### src/rtl/kwd_pkg.sv
package kwd_pkg;
    localparam int DW    = 32;
    localparam int CNT_W = 2 * DW;
    localparam int AW    = 3;

    localparam logic [AW-1:0] A_CTRL  = 3'd0;
    localparam logic [AW-1:0] A_GCTRL = 3'd1;
    localparam logic [AW-1:0] A_CLO   = 3'd2;
    localparam logic [AW-1:0] A_CHI   = 3'd3;
    localparam logic [AW-1:0] A_PLO   = 3'd4;
    localparam logic [AW-1:0] A_PHI   = 3'd5;
    localparam logic [AW-1:0] A_WDCTL = 3'd6;

    localparam logic [1:0] RUN_CONT = 2'd2;
    localparam logic [1:0] MODE_WDT = 2'd2;

    typedef enum logic [1:0] {
        KS_IDLE,
        KS_ARM_PEND,
        KS_ACTIVE,
        KS_SVC_PEND
    } key_state_e;
endpackage

### src/rtl/kwd_prescale.sv
module kwd_prescale #(
    parameter int PS_W = 4
) (
    input  logic            clk,
    input  logic            rst_n,
    input  logic            run_i,
    input  logic [PS_W-1:0] psc_i,
    output logic            tick_o
);
    typedef struct packed {
        logic [PS_W-1:0] div;
    } ps_t;

    ps_t s_d, s_q;

    always_comb begin
        s_d    = s_q;
        tick_o = 1'b0;
        if (!run_i) begin
            s_d.div = '0;
        end else if (s_q.div >= psc_i) begin
            tick_o  = 1'b1;
            s_d.div = '0;
        end else begin
            s_d.div = s_q.div + 1'b1;
        end
    end

    always_ff @(posedge clk) begin
        if (!rst_n) s_q <= '0;
        else        s_q <= s_d;
    end

    // Two ticks in a row are only possible at divide-by-one.
    assert_tick_spacing_R3: assert property (@(posedge clk) disable iff (!rst_n)
        (tick_o && psc_i != '0 && $stable(psc_i) && run_i) |=> !tick_o);
endmodule

### src/rtl/kwd_keyfsm.sv
module kwd_keyfsm
    import kwd_pkg::*;
#(
    parameter logic [15:0] KEY_ARM = 16'hA5C6,
    parameter logic [15:0] KEY_SVC = 16'hDA7E
) (
    input  logic        clk,
    input  logic        rst_n,
    input  logic        wr_i,
    input  logic [15:0] key_i,
    input  logic        en_i,
    input  logic        wd_mode_i,
    output logic        armed_o,
    output logic        clr_o
);
    key_state_e st_d, st_q;

    always_comb begin
        st_d  = st_q;
        clr_o = 1'b0;
        if (wr_i) begin
            case (st_q)
                KS_IDLE: begin
                    if (wd_mode_i && en_i && key_i == KEY_ARM) st_d = KS_ARM_PEND;
                end
                KS_ARM_PEND: begin
                    if (key_i == KEY_SVC) begin
                        st_d  = KS_ACTIVE;
                        clr_o = 1'b1;
                    end else if (key_i == KEY_ARM && en_i) begin
                        st_d = KS_ARM_PEND;
                    end else begin
                        st_d = KS_IDLE;
                    end
                end
                KS_ACTIVE: begin
                    if (key_i == KEY_ARM) st_d = KS_SVC_PEND;
                end
                default: begin
                    if (key_i == KEY_SVC) begin
                        st_d  = KS_ACTIVE;
                        clr_o = 1'b1;
                    end else if (key_i != KEY_ARM) begin
                        st_d = KS_ACTIVE;
                    end
                end
            endcase
        end
    end

    assign armed_o = (st_q == KS_ACTIVE) || (st_q == KS_SVC_PEND);

    always_ff @(posedge clk) begin
        if (!rst_n) st_q <= KS_IDLE;
        else        st_q <= st_d;
    end

    assert_armed_sticky_R8: assert property (@(posedge clk) disable iff (!rst_n)
        armed_o |=> armed_o);
    assert_clear_needs_write_R7: assert property (@(posedge clk) disable iff (!rst_n)
        clr_o |-> (wr_i && key_i == KEY_SVC));
endmodule

### src/rtl/kwd_counter.sv
module kwd_counter
    import kwd_pkg::*;
(
    input  logic             clk,
    input  logic             rst_n,
    input  logic             tick_i,
    input  logic             clr_i,
    input  logic             ld_lo_i,
    input  logic             ld_hi_i,
    input  logic [DW-1:0]    ld_data_i,
    input  logic             armed_i,
    input  logic [CNT_W-1:0] period_i,
    output logic [CNT_W-1:0] cnt_o,
    output logic             tmo_pulse_o,
    output logic             tmo_flag_o
);
    typedef struct packed {
        logic [CNT_W-1:0] cnt;
        logic             pulse;
        logic             flag;
    } cnt_t;

    cnt_t s_d, s_q;
    logic hit;

    always_comb begin
        s_d = s_q;
        hit = armed_i && (s_q.cnt == period_i) && !s_q.flag;
        if (clr_i)        s_d.cnt = '0;
        else if (ld_lo_i) s_d.cnt[DW-1:0] = ld_data_i;
        else if (ld_hi_i) s_d.cnt[CNT_W-1:DW] = ld_data_i;
        else if (tick_i)  s_d.cnt = s_q.cnt + 1'b1;
        s_d.pulse = hit;
        if (hit) s_d.flag = 1'b1;
    end

    always_ff @(posedge clk) begin
        if (!rst_n) s_q <= '0;
        else        s_q <= s_d;
    end

    assign cnt_o       = s_q.cnt;
    assign tmo_pulse_o = s_q.pulse;
    assign tmo_flag_o  = s_q.flag;

    assert_service_clears_R6: assert property (@(posedge clk) disable iff (!rst_n)
        clr_i |=> (cnt_o == '0));
    assert_flag_sticky_R9: assert property (@(posedge clk) disable iff (!rst_n)
        tmo_flag_o |=> tmo_flag_o);
endmodule

### src/rtl/keyed_wdt.sv
module keyed_wdt
    import kwd_pkg::*;
#(
    parameter int          PS_W    = 4,
    parameter logic [15:0] KEY_ARM = 16'hA5C6,
    parameter logic [15:0] KEY_SVC = 16'hDA7E
) (
    input  logic          clk,
    input  logic          rst_n,
    input  logic          bus_wr,
    input  logic          bus_rd,
    input  logic [AW-1:0] bus_addr,
    input  logic [DW-1:0] bus_wdata,
    output logic [DW-1:0] bus_rdata,
    output logic          wdt_rst_req
);
    localparam int PS_LSB = 8;

    typedef struct packed {
        logic [1:0]       run_mode;
        logic [1:0]       rel_en;
        logic [1:0]       tmode;
        logic [PS_W-1:0]  psc;
        logic [CNT_W-1:0] period;
        logic [DW-1:0]    snap_hi;
        logic [DW-1:0]    rdata;
    } regs_t;

    regs_t r_d, r_q;

    logic             armed, clr, tick, run, wr_ok, key_wr, tmo_flag;
    logic [CNT_W-1:0] cnt;

    assign run    = (r_q.run_mode == RUN_CONT) && (r_q.rel_en == 2'b11);
    assign wr_ok  = bus_wr && !armed;
    assign key_wr = bus_wr && (bus_addr == A_WDCTL);

    kwd_prescale #(.PS_W(PS_W)) u_psc (
        .clk    (clk),
        .rst_n  (rst_n),
        .run_i  (run),
        .psc_i  (r_q.psc),
        .tick_o (tick)
    );

    kwd_keyfsm #(.KEY_ARM(KEY_ARM), .KEY_SVC(KEY_SVC)) u_key (
        .clk       (clk),
        .rst_n     (rst_n),
        .wr_i      (key_wr),
        .key_i     (bus_wdata[31:16]),
        .en_i      (bus_wdata[14]),
        .wd_mode_i (r_q.tmode == MODE_WDT),
        .armed_o   (armed),
        .clr_o     (clr)
    );

    kwd_counter u_cnt (
        .clk         (clk),
        .rst_n       (rst_n),
        .tick_i      (tick),
        .clr_i       (clr),
        .ld_lo_i     (wr_ok && bus_addr == A_CLO),
        .ld_hi_i     (wr_ok && bus_addr == A_CHI),
        .ld_data_i   (bus_wdata),
        .armed_i     (armed),
        .period_i    (r_q.period),
        .cnt_o       (cnt),
        .tmo_pulse_o (wdt_rst_req),
        .tmo_flag_o  (tmo_flag)
    );

    always_comb begin
        r_d = r_q;
        if (wr_ok) begin
            case (bus_addr)
                A_CTRL:  r_d.run_mode = bus_wdata[23:22];
                A_GCTRL: begin
                    r_d.rel_en = bus_wdata[1:0];
                    r_d.tmode  = bus_wdata[3:2];
                    r_d.psc    = bus_wdata[PS_LSB +: PS_W];
                end
                A_PLO:   r_d.period[DW-1:0]     = bus_wdata;
                A_PHI:   r_d.period[CNT_W-1:DW] = bus_wdata;
                default: ;
            endcase
        end
        if (bus_rd) begin
            r_d.rdata = '0;
            case (bus_addr)
                A_CTRL:  r_d.rdata[23:22] = r_q.run_mode;
                A_GCTRL: begin
                    r_d.rdata[1:0]              = r_q.rel_en;
                    r_d.rdata[3:2]              = r_q.tmode;
                    r_d.rdata[PS_LSB +: PS_W]   = r_q.psc;
                end
                A_CLO: begin
                    r_d.rdata   = cnt[DW-1:0];
                    r_d.snap_hi = cnt[CNT_W-1:DW];
                end
                A_CHI:   r_d.rdata = r_q.snap_hi;
                A_PLO:   r_d.rdata = r_q.period[DW-1:0];
                A_PHI:   r_d.rdata = r_q.period[CNT_W-1:DW];
                A_WDCTL: begin
                    r_d.rdata[15] = tmo_flag;
                    r_d.rdata[14] = armed;
                end
                default: ;
            endcase
        end
    end

    always_ff @(posedge clk) begin
        if (!rst_n) r_q <= '0;
        else        r_q <= r_d;
    end

    assign bus_rdata = r_q.rdata;

    assert_req_single_R9: assert property (@(posedge clk) disable iff (!rst_n)
        wdt_rst_req |=> !wdt_rst_req);
    assert_req_needs_armed_R9: assert property (@(posedge clk) disable iff (!rst_n)
        wdt_rst_req |-> armed);
    assert_cfg_locked_R10: assert property (@(posedge clk) disable iff (!rst_n)
        (armed && bus_wr && bus_addr == A_GCTRL) |=> $stable(r_q.psc));
    assert_no_tick_stopped_R2: assert property (@(posedge clk) disable iff (!rst_n)
        !run |-> !tick);
endmodule

### config.mk
export PLATFORM = sky130hd
export DESIGN_NAME = keyed_wdt
export DESIGN_NICKNAME = d
export VERILOG_FILES = /design/src/rtl/kwd_pkg.sv /design/src/rtl/kwd_prescale.sv /design/src/rtl/kwd_keyfsm.sv /design/src/rtl/kwd_counter.sv /design/src/rtl/keyed_wdt.sv
export SDC_FILE = /design/constraint.sdc
export NUM_CORES = 1
export LEC_CHECK = 0
export BUFFER_PORTS_ARGS = -buffer_cell sky130_fd_sc_hd__buf_2
export CAP_MARGIN = 20
export CORE_MARGIN = 10
export CORE_UTILIZATION = 49
export CTS_CLUSTER_DIAMETER = 150
export CTS_CLUSTER_SIZE = 8
export DETAILED_ROUTE_END_ITERATION = 7
export HOLD_SLACK_MARGIN = 0.05
export PLACE_DENSITY = 0.66
export REMOVE_ABC_BUFFERS = 1
export SYNTH_ARGS = -nofsm -noshare
export SYNTH_HDL_FRONTEND = slang
export SYNTH_SLANG_ARGS = --single-unit
### constraint.sdc
create_clock -name clk -period 2.7 [get_ports clk]
set_input_delay 0.405 -clock clk [delete_from_list [all_inputs] [get_ports clk]]
set_output_delay 0.405 -clock clk [all_outputs]
set_load 0.05 [all_outputs]
==> summary.md, run 1 <==
| Metric | Value |
|---|---|
| Critical path type | `reg -> reg` |
| First-pass GRT wire length | `72,950 um` |
| Clock slew at reported path FFs | `around 0.060 ns` |
| Number of enable flip-flop cells after synthesis | `0` |
| Critical Path Start Type | `register` |
| Post-CTS setup-driven buffer insertion count | `0` |
| Vias in the first global route | `11,590` |
| Global Route Usage Sum | `between 30 and 40%` |
| Failing checks | `setup timing` |
| Fin. max-slew vios | `0` |
| Number of CTS-inserted buffers | `30` |
| Cell type of the slowest stage on the worst timing path | `sky130_fd_sc_hd__nor4_1` |
| Period Utilization, post-route | `101.2%` |
| Deepest level of the CTS H-tree | `1` |
| Share of cells above drive strength 1 | `between 10% and 20%` |
| Max Fclk | `around 370 MHz` |
| Drt wl/cell | `25.10 um` |
| Starting Density | `between 50% and 60%` |
| Cell count after synthesis | `about 1,500` |
| Highest fanout seen on the critical path | `4` |
| First-pass iteration count of the detailed router | `5` |
| CTS tree | `built` |
| Hold crit path type | `in -> reg` |
| Number of hold-slack violations in the final timing report | `0` |
| Avg Vias per Cell | `between 6 and 7` |
| Worst path max stage delay | `0.65 ns` |
| Worst r2r src | `u_cnt.cnt_o[2]` |
| Clock skew | `between 0.015 and 0.02 ns` |
| # nets final | `between 1,500 and 2,000` |
| Reg2Reg Setup Slack | `-0.03 ns` |
| Worst vdd ir | `0.0004105 V` |
| Placed Instances | `about 1,900` |
| Most prevalent standard cell on the critical path | `sky130_fd_sc_hd__nor4_1` |
| Start point of the worst hold path | `bus_wdata[4]` |
| Crit end category | `register` |
| Largest cells by area after synthesis | `sky130_fd_sc_hd__dfxtp_1 35%, sky130_fd_sc_hd__nand2_1 9.3%, sky130_fd_sc_hd__a21boi_0 6.5%, sky130_fd_sc_hd__clkbuf_1 3.4%, sky130_fd_sc_hd__xor2_1 3.4%` |
| Final instance count without filler cells | `approximately 1,900` |
| Setup repair after global routing missed its margin | `no` |
| Cell at the root of the clock tree | `sky130_fd_sc_hd__clkbuf_16` |
| Die X | `between 150 and 200 um` |
| Post-layout utilization of the core | `about three fifths` |
| Clock latency at the later pin of the worst-skew pair | `about 0.56 ns` |
| Data arrival time of the worst path | `roughly 3.2 ns` |
| Total congestion overflow | `0` |
| Share of synthesized registers carrying an async set or reset | `0%` |
| Leakage component of the power | `roughly 5.2 nW` |
| Cell types with the highest counts after synthesis | `295 x sky130_fd_sc_hd__nand2_1, 210 x sky130_fd_sc_hd__dfxtp_1, 108 x sky130_fd_sc_hd__clkbuf_1` |
| Post-route worst hold slack | `around 0.16 ns` |
| WHS Path Cells | `3` |
| Aggregate negative setup slack | `-0.03122 ns` |
| Relative slew slack | `just over 50%` |
| Synth-to-Final Area Change | `16.05%` |
| Length in cells of the worst reg-to-reg path | `7` |
| Clock sink count | `210` |
| Global placer's final weighted congestion | `1.028` |
| Count leader, synth | `sky130_fd_sc_hd__nand2_1` |
| Count of different cell masters after synthesis | `between 70 and 80` |
| Post-synthesis cell area | `around 12,000 um^2` |
| Buffers from clock root to sink, at most | `3` |
| WP buf/inv | `1` |
| Die height | `approximately 180 um` |
| Number of top-level pins | `72` |
| Max cap viols | `0` |
| DRC | `0` |
| Average footprint of a synthesized cell | `between 7 and 8 um^2` |
| List of cells traversed by the critical path | `xor2_1 -> nor4_1 -> nand4_1 -> or4_1 -> nor4_1 -> buf_4 -> a21o_1` |
| Total vias in the final route | `12,190` |
| Number of flip-flops and latches in the synthesized netlist | `210` |
| Post-detailed-placement half-perimeter wirelength | `between 30,000 and 40,000 um` |
| Total of warnings raised by yosys | `0` |
| Antenna violations before repair | `1` |
| Largest net degree at the start of global routing | `a little over 80` |
| Ant. Diodes | `0` |
| Total Power Consumption | `between 7 and 8 mW` |
| Most frequently used flop master after synthesis | `sky130_fd_sc_hd__dfxtp_1` |
| Number of DRC violations after detailed-routing iteration 0 | `roughly 1,300` |
| Req. time, crit path | `around 3.2 ns` |
| Post-route ant nets | `0` |
| Pwr per Cell Area | `between 500 and 600 nW/um^2` |
| Total routed wirelength | `48,200 um` |
| Largest area contributor in the synthesized netlist | `sky130_fd_sc_hd__dfxtp_1` |
| Endpoint of the lowest-slack register-to-register path | `u_cnt.tmo_flag_o` |
| Largest delay share family, worst path | `simple AND/OR/NAND/NOR gates` |
| Worst Setup Slack, final | `-0.03122 ns` |
| IO Port Bufs | `71` |
| Number of endpoints failing setup at the final stage | `1` |
| Post-layout minimum cycle time | `~2.7 ns` |
| Run status | `finished, violations left` |
| Floorplan row count | `56` |
| Actual transition at the worst max-transition pin | `~0.73 ns` |
| Fraction of the yosys area taken by sequential cells | `between 30% and 40%` |
| Floorplan Core Area | `23,680 um^2` |
| Fill cells | `2,314` |
| Yosys top cell area share | `35.36%` |
| Worst Hold Path EP | `r_q[68]` |
| Die outline area | `about 30,000 um^2` |
[layout make-up]
class / instances / area [um^2] / share of cell area, %
repair buffers: 208 / 1449 / 10.50
well taps: 319 / 399.1 / 2.893
clock inverters: 1 / 8.758 / 0.06347
inverters: 32 / 120.1 / 0.8705
flip-flops and latches: 210 / 4204 / 30.47
clock buffers: 31 / 775.7 / 5.622
multi-input cells: 1119 / 6842 / 49.58
[metal layers]
metal	GRT usage [%]	wire [um]	up-vias
met5	0	13	-
met4	12.22	2159	2
met3	5.340	4967	125
met2	48.45	21650	717
met1	39.41	19400	5782
li1	-	-	5567
[registers in the layout, indices dropped and copies added (netlist names)]
register,flops
u_cnt.cnt_o,64
bus_rdata,32
r_q,106
u_cnt.tmo_pulse_o,1
u_psc.s_q,4
u_cnt.tmo_flag_o,1
u_key.st_q,2
[cell usage in the layout, fill, tap and decap left out, drive strengths merged, types with 13 or more instances in the layout]
cell type  synthesis  final
a22oi             47     47
nor3              16     16
buf               58    208
a21boi           104    104
a22o              17     17
nor2b             26     26
and2              19     19
nand3             49     49
nor2              64     64
a31oi             19     19
o21a              16     16
nor4              30     30
dfxtp            210    210
xor2              46     46
a21oi             68     68
o22ai             13     13
nand4             30     30
o31ai             13     13
nand2            295    295
inv               32     32
clkbuf           109     31
o21ai             58     58
and3              22     22
[kinds of logic (layout without fill, tap and decap cells)]
logic type      Yosys count  after routing  synth area share (%)
simple gates            597            597                 24.62
compound gates          443            443                 26.13
flops                   210            210                 35.36
buf+inv                 199            272                 7.545
xor+xnor                 51             51                 3.757
mux                      22             22                 1.957
fa+ha+maj                 6              6                0.6314
[worst max-delay path by stage]
stage	startpoint	to	slack (ns)	cells past startpoint
detailed placement	u_psc.s_q[0]	u_cnt.cnt_o[11]	0.08	11
global placement	u_cnt.cnt_o[52]	u_cnt.tmo_flag_o	0.11	7
floorplan	bus_addr[0]	u_cnt.cnt_o[18]	-1.36	4
global route	u_psc.s_q[0]	u_cnt.cnt_o[59]	0.009	11
CTS	u_psc.s_q[0]	u_cnt.cnt_o[11]	0.06	11
finish	u_cnt.cnt_o[2]	u_cnt.tmo_flag_o	-0.03	7
[what timing repair did]
action,CTS,global route
gates resized for setup,0,5
setup endpoints to repair,0,28
hold buffers,0,0
[worst min-delay path, stage by stage]
cell and delay [ns]:
sky130_fd_sc_hd__buf_2 0.14, sky130_fd_sc_hd__nand2_1 0.06, sky130_fd_sc_hd__a21boi_0 0.06
[stage by stage]
stage	setup slack, ns	area, um^2
global placement	0.1126	12990
global route	0.009499	13800
CTS	0.05908	13770
floorplan	-1.364	11110
detailed placement	0.08176	12990
finish	-0.03122	13800
[report_power, final]
part	switching [mW]	internal, mW
combinational	0.462	0.229
sequential	0.0502	3.15
clock	1.37	1.98
total	1.88	5.37
Note: power is estimated with default switching activity, not from simulation.
==> run 2, diff against run 1 <==
--- a/config.mk
+++ b/config.mk
@@ -13,7 +13,7 @@
 export CTS_CLUSTER_SIZE = 8
 export DETAILED_ROUTE_END_ITERATION = 7
 export HOLD_SLACK_MARGIN = 0.05
-export PLACE_DENSITY = 0.66
+export PLACE_DENSITY = 0.7
 export REMOVE_ABC_BUFFERS = 1
 export SYNTH_ARGS = -nofsm -noshare
 export SYNTH_HDL_FRONTEND = slang
==> run 2 against run 1 <==
Sequential share of layout area increased by 0.066 points. The run now ends clean. Maximum frequency increased by 4.9%. Wire length increased by 0.23%. Total power about the same. Combinational power increased by 0.6%. Worst hold slack improved by 0.0034 ns. Via count increased by 1.3%. Critical path depth increased by 1. Core utilization decreased by 0.13 points. Non-clock buffer count decreased by 4. Sequential power about the same. Setup slack improved by 0.13 ns. Largest cell class unchanged. Largest power group unchanged.
==> summary.md, run 2 (synthesis gave the netlist of run 1 again) <==
| Metric | Value |
|---|---|
| Clock skew | `0.02254 ns (was 0.01733 ns)` |
| Critical path type | `reg -> reg (unchanged)` |
| Avg Vias per Cell | `6.440 (was 6.351)` |
| Number of CTS-inserted buffers | `30 (unchanged)` |
| Fin. max-slew vios | `0 (unchanged)` |
| Die height | `175.8 um (unchanged)` |
| Floorplan row count | `56 (unchanged)` |
| Aggregate negative setup slack | `0 ns (was -0.03122 ns)` |
| Post-CTS setup-driven buffer insertion count | `0 (unchanged)` |
| First-pass iteration count of the detailed router | `6 (was 5)` |
| Post-layout utilization of the core | `58.14% (was 58.26%)` |
| Net switching power figure | `1.876 mW (was 1.882 mW)` |
| Actual transition at the worst max-transition pin | `0.8003 ns (was 0.7283 ns)` |
| Cell at the root of the clock tree | `sky130_fd_sc_hd__clkbuf_16 (unchanged)` |
| Number of endpoints failing setup at the final stage | `0 (was 1)` |
| Largest net degree at the start of global routing | `45 (was 82)` |
| Leading cell types in the layout, fill and taps excluded | `295 x sky130_fd_sc_hd__nand2_1, 210 x sky130_fd_sc_hd__dfxtp_1, 128 x sky130_fd_sc_hd__buf_4, 103 x sky130_fd_sc_hd__a21boi_0, 70 x sky130_fd_sc_hd__buf_2 (was 295 x sky130_fd_sc_hd__nand2_1, 210 x sky130_fd_sc_hd__dfxtp_1, 133 x sky130_fd_sc_hd__buf_4, 103 x sky130_fd_sc_hd__a21boi_0, 70 x sky130_fd_sc_hd__buf_2)` |
| Largest register by flop count | `r_q (unchanged)` |
| Die outline area | `30,900 um^2 (unchanged)` |
| Data arrival time of the worst path | `3.04 ns (was 3.23 ns)` |
| Crit end category | `register (unchanged)` |
| Post-route standard cell area excluding fillers | `13,770 um^2 (was 13,800 um^2)` |
| Max cap viols | `0 (unchanged)` |
| Total vias in the final route | `12,350 (was 12,190)` |
| Setup repair after global routing missed its margin | `no (unchanged)` |
| Starting Density | `50.21% (unchanged)` |
| Antenna violations before repair | `0 (was 1)` |
| Worst vdd ir | `0.0004903 V (was 0.0004105 V)` |
| Deepest level of the CTS H-tree | `1 (unchanged)` |
| Relative slew slack | `46.53% (was 51.00%)` |
| # nets final | `1,642 (was 1,646)` |
| Switch share | `25.90% (was 25.97%)` |
| Synth-to-Final Area Change | `15.79% (was 16.05%)` |
| Placed Instances | `1,884 (was 1,888)` |
| Worst path max stage delay | `0.53 ns (was 0.65 ns)` |
| Most frequent standard cell in the layout excluding fill and tap cells | `sky130_fd_sc_hd__nand2_1 (unchanged)` |
| Buffers from clock root to sink, at most | `3 (unchanged)` |
| Period Utilization, post-route | `96.46% (was 101.2%)` |
| Cell type of the slowest stage on the worst timing path | `sky130_fd_sc_hd__or4_4 (was sky130_fd_sc_hd__nor4_1)` |
| Fill cells | `2,225 (was 2,314)` |
| Clock latency at the later pin of the worst-skew pair | `0.56 ns (about the same)` |
| Reg2Reg Setup Slack | `0.1 ns (was -0.03 ns)` |
| Global Route Usage Sum | `30.25% (about the same)` |
| First-pass GRT wire length | `73,040 um (was 72,950 um)` |
| Hold crit path type | `in -> reg (unchanged)` |
| Most prevalent standard cell on the critical path | `sky130_fd_sc_hd__buf_4 (was sky130_fd_sc_hd__nor4_1)` |
| Critical Path Start Type | `register (unchanged)` |
| Max Fclk | `384.0 MHz (was 366.1 MHz)` |
| Share of cells above drive strength 1 | `17.09% (was 17.43%)` |
| Req. time, crit path | `3.13 ns (was 3.19 ns)` |
| Pwr per Cell Area | `526.2 nW/um^2 (was 525.3 nW/um^2)` |
| Sequential group share of total power | `44.2% (about the same)` |
| Internal power | `5.368 mW (was 5.366 mW)` |
| Post-route worst hold slack | `0.1588 ns (was 0.1554 ns)` |
| Total congestion overflow | `0 (unchanged)` |
| Final instance count without filler cells | `1,917 (was 1,920)` |
| Largest delay share family, worst path | `simple AND/OR/NAND/NOR gates (unchanged)` |
| Number of hold-slack violations in the final timing report | `0 (unchanged)` |
| Number of top-level pins | `72 (unchanged)` |
| CTS tree | `built (unchanged)` |
| Post-layout minimum cycle time | `2.604 ns (was 2.731 ns)` |
| Max FFs per register | `106 (unchanged)` |
| Run status | `completed (was finished, violations left)` |
| Highest fanout seen on the critical path | `8 (was 4)` |
| Total routed wirelength | `48,310 um (was 48,200 um)` |
| List of cells traversed by the critical path | `nand3_1 -> or4_4 -> nor4_4 -> buf_4 -> buf_4 -> a41o_1 -> a21oi_1 -> a211oi_1 (was xor2_1 -> nor4_1 -> nand4_1 -> or4_1 -> nor4_1 -> buf_4 -> a21o_1)` |
| Leakage component of the power | `5.219 nW (was 5.230 nW)` |
| Post-route ant nets | `0 (unchanged)` |
| Clock slew at reported path FFs | `0.06 ns (about the same)` |
| Die X | `175.8 um (unchanged)` |
| Floorplan Core Area | `23,680 um^2 (unchanged)` |
| Vias in the first global route | `11,750 (was 11,590)` |
| Clock sink count | `210 (unchanged)` |
| DRC | `0 (unchanged)` |
| Post-detailed-placement half-perimeter wirelength | `35,650 um (was 35,560 um)` |
| IO Port Bufs | `71 (unchanged)` |
| Drt wl/cell | `25.20 um (was 25.10 um)` |
| Clock group share of total power | `46.2% (was 46.3%)` |
| Power share of the combinational group | `9.6% (was 9.5%)` |
| WP buf/inv | `2 (was 1)` |
| Global placer's final weighted congestion | `1.044 (was 1.028)` |
| Number of DRC violations after detailed-routing iteration 0 | `1,454 (was 1,343)` |
| Cell area after placement | `12,970 um^2 (was 12,990 um^2)` |
-- run 2: worst reg2reg max path, cell delays in order, from the launching register on --
cell,delay (ns)
sky130_fd_sc_hd__dfxtp_1,0.48
sky130_fd_sc_hd__nand3_1,0.24
sky130_fd_sc_hd__or4_4,0.53
sky130_fd_sc_hd__nor4_4,0.29
sky130_fd_sc_hd__buf_4,0.23
sky130_fd_sc_hd__buf_4,0.17
sky130_fd_sc_hd__a41o_1,0.18
sky130_fd_sc_hd__a21oi_1,0.07
sky130_fd_sc_hd__a211oi_1,0.29
-- run 2: final timing paths --
kind / from / endpoint / cells after the start
worst max-delay path: u_cnt.cnt_o[19] / u_cnt.cnt_o[34] / 8
worst max register to register: u_cnt.cnt_o[19] / u_cnt.cnt_o[34] / 8
worst min-delay path: bus_wdata[5] / r_q[101] / 3
worst min register to register: r_q[59] / r_q[59] / 2
-- run 2: metal layers --
metal / vias up / part of all wire [%] / GRT usage [%] / wire (um)
met5: - / 0 / 0 / 0
met4: 0 / 4.8 / 13.10 / 2333
met3: 120 / 11 / 6.841 / 5182
met2: 781 / 44 / 48.08 / 21490
met1: 5894 / 40 / 38.50 / 19300
li1: 5551 / - / - / -
-- run 2: power groups by stage --
stage / registers [mW] / logic, mW / clock network (mW)
after floorplan: 3.29 / 0.245 / 0
after global placement: 3.26 / 0.669 / 0
after detailed placement: 3.26 / 0.672 / 0
after CTS: 3.20 / 0.675 / 3.38
after global routing: 3.20 / 0.726 / 3.48
final: 3.20 / 0.695 / 3.35
-- run 2: area by class of cell --
class	instances	area, um^2	area share (%)
inverters	32	120.1	0.8724
clock inverters	1	8.758	0.06361
diodes	1	2.502	0.01818
multi-input cells	1119	6827	49.58
flip-flops and latches	210	4204	30.53
clock buffers	31	775.7	5.634
well taps	319	399.1	2.899
repair buffers	204	1431	10.40
-- run 2: stage by stage --
| stage | power [mW] | worst slack (ns) |
|---|---|---|
| global route | 7.414 | 0.01237 |
| detailed placement | 3.937 | 0.1149 |
| global placement | 3.932 | 0.1200 |
| floorplan | 3.535 | -1.364 |
| finish | 7.245 | 0.09551 |
| CTS | 7.252 | 0.1080 |
-- run 2: timing repair --
action	4_1_cts	5_1_grt
hold endpoints to repair	0	0
hold buffers	0	0
gates resized for setup	0	3
endpoints found under the setup margin	0	16
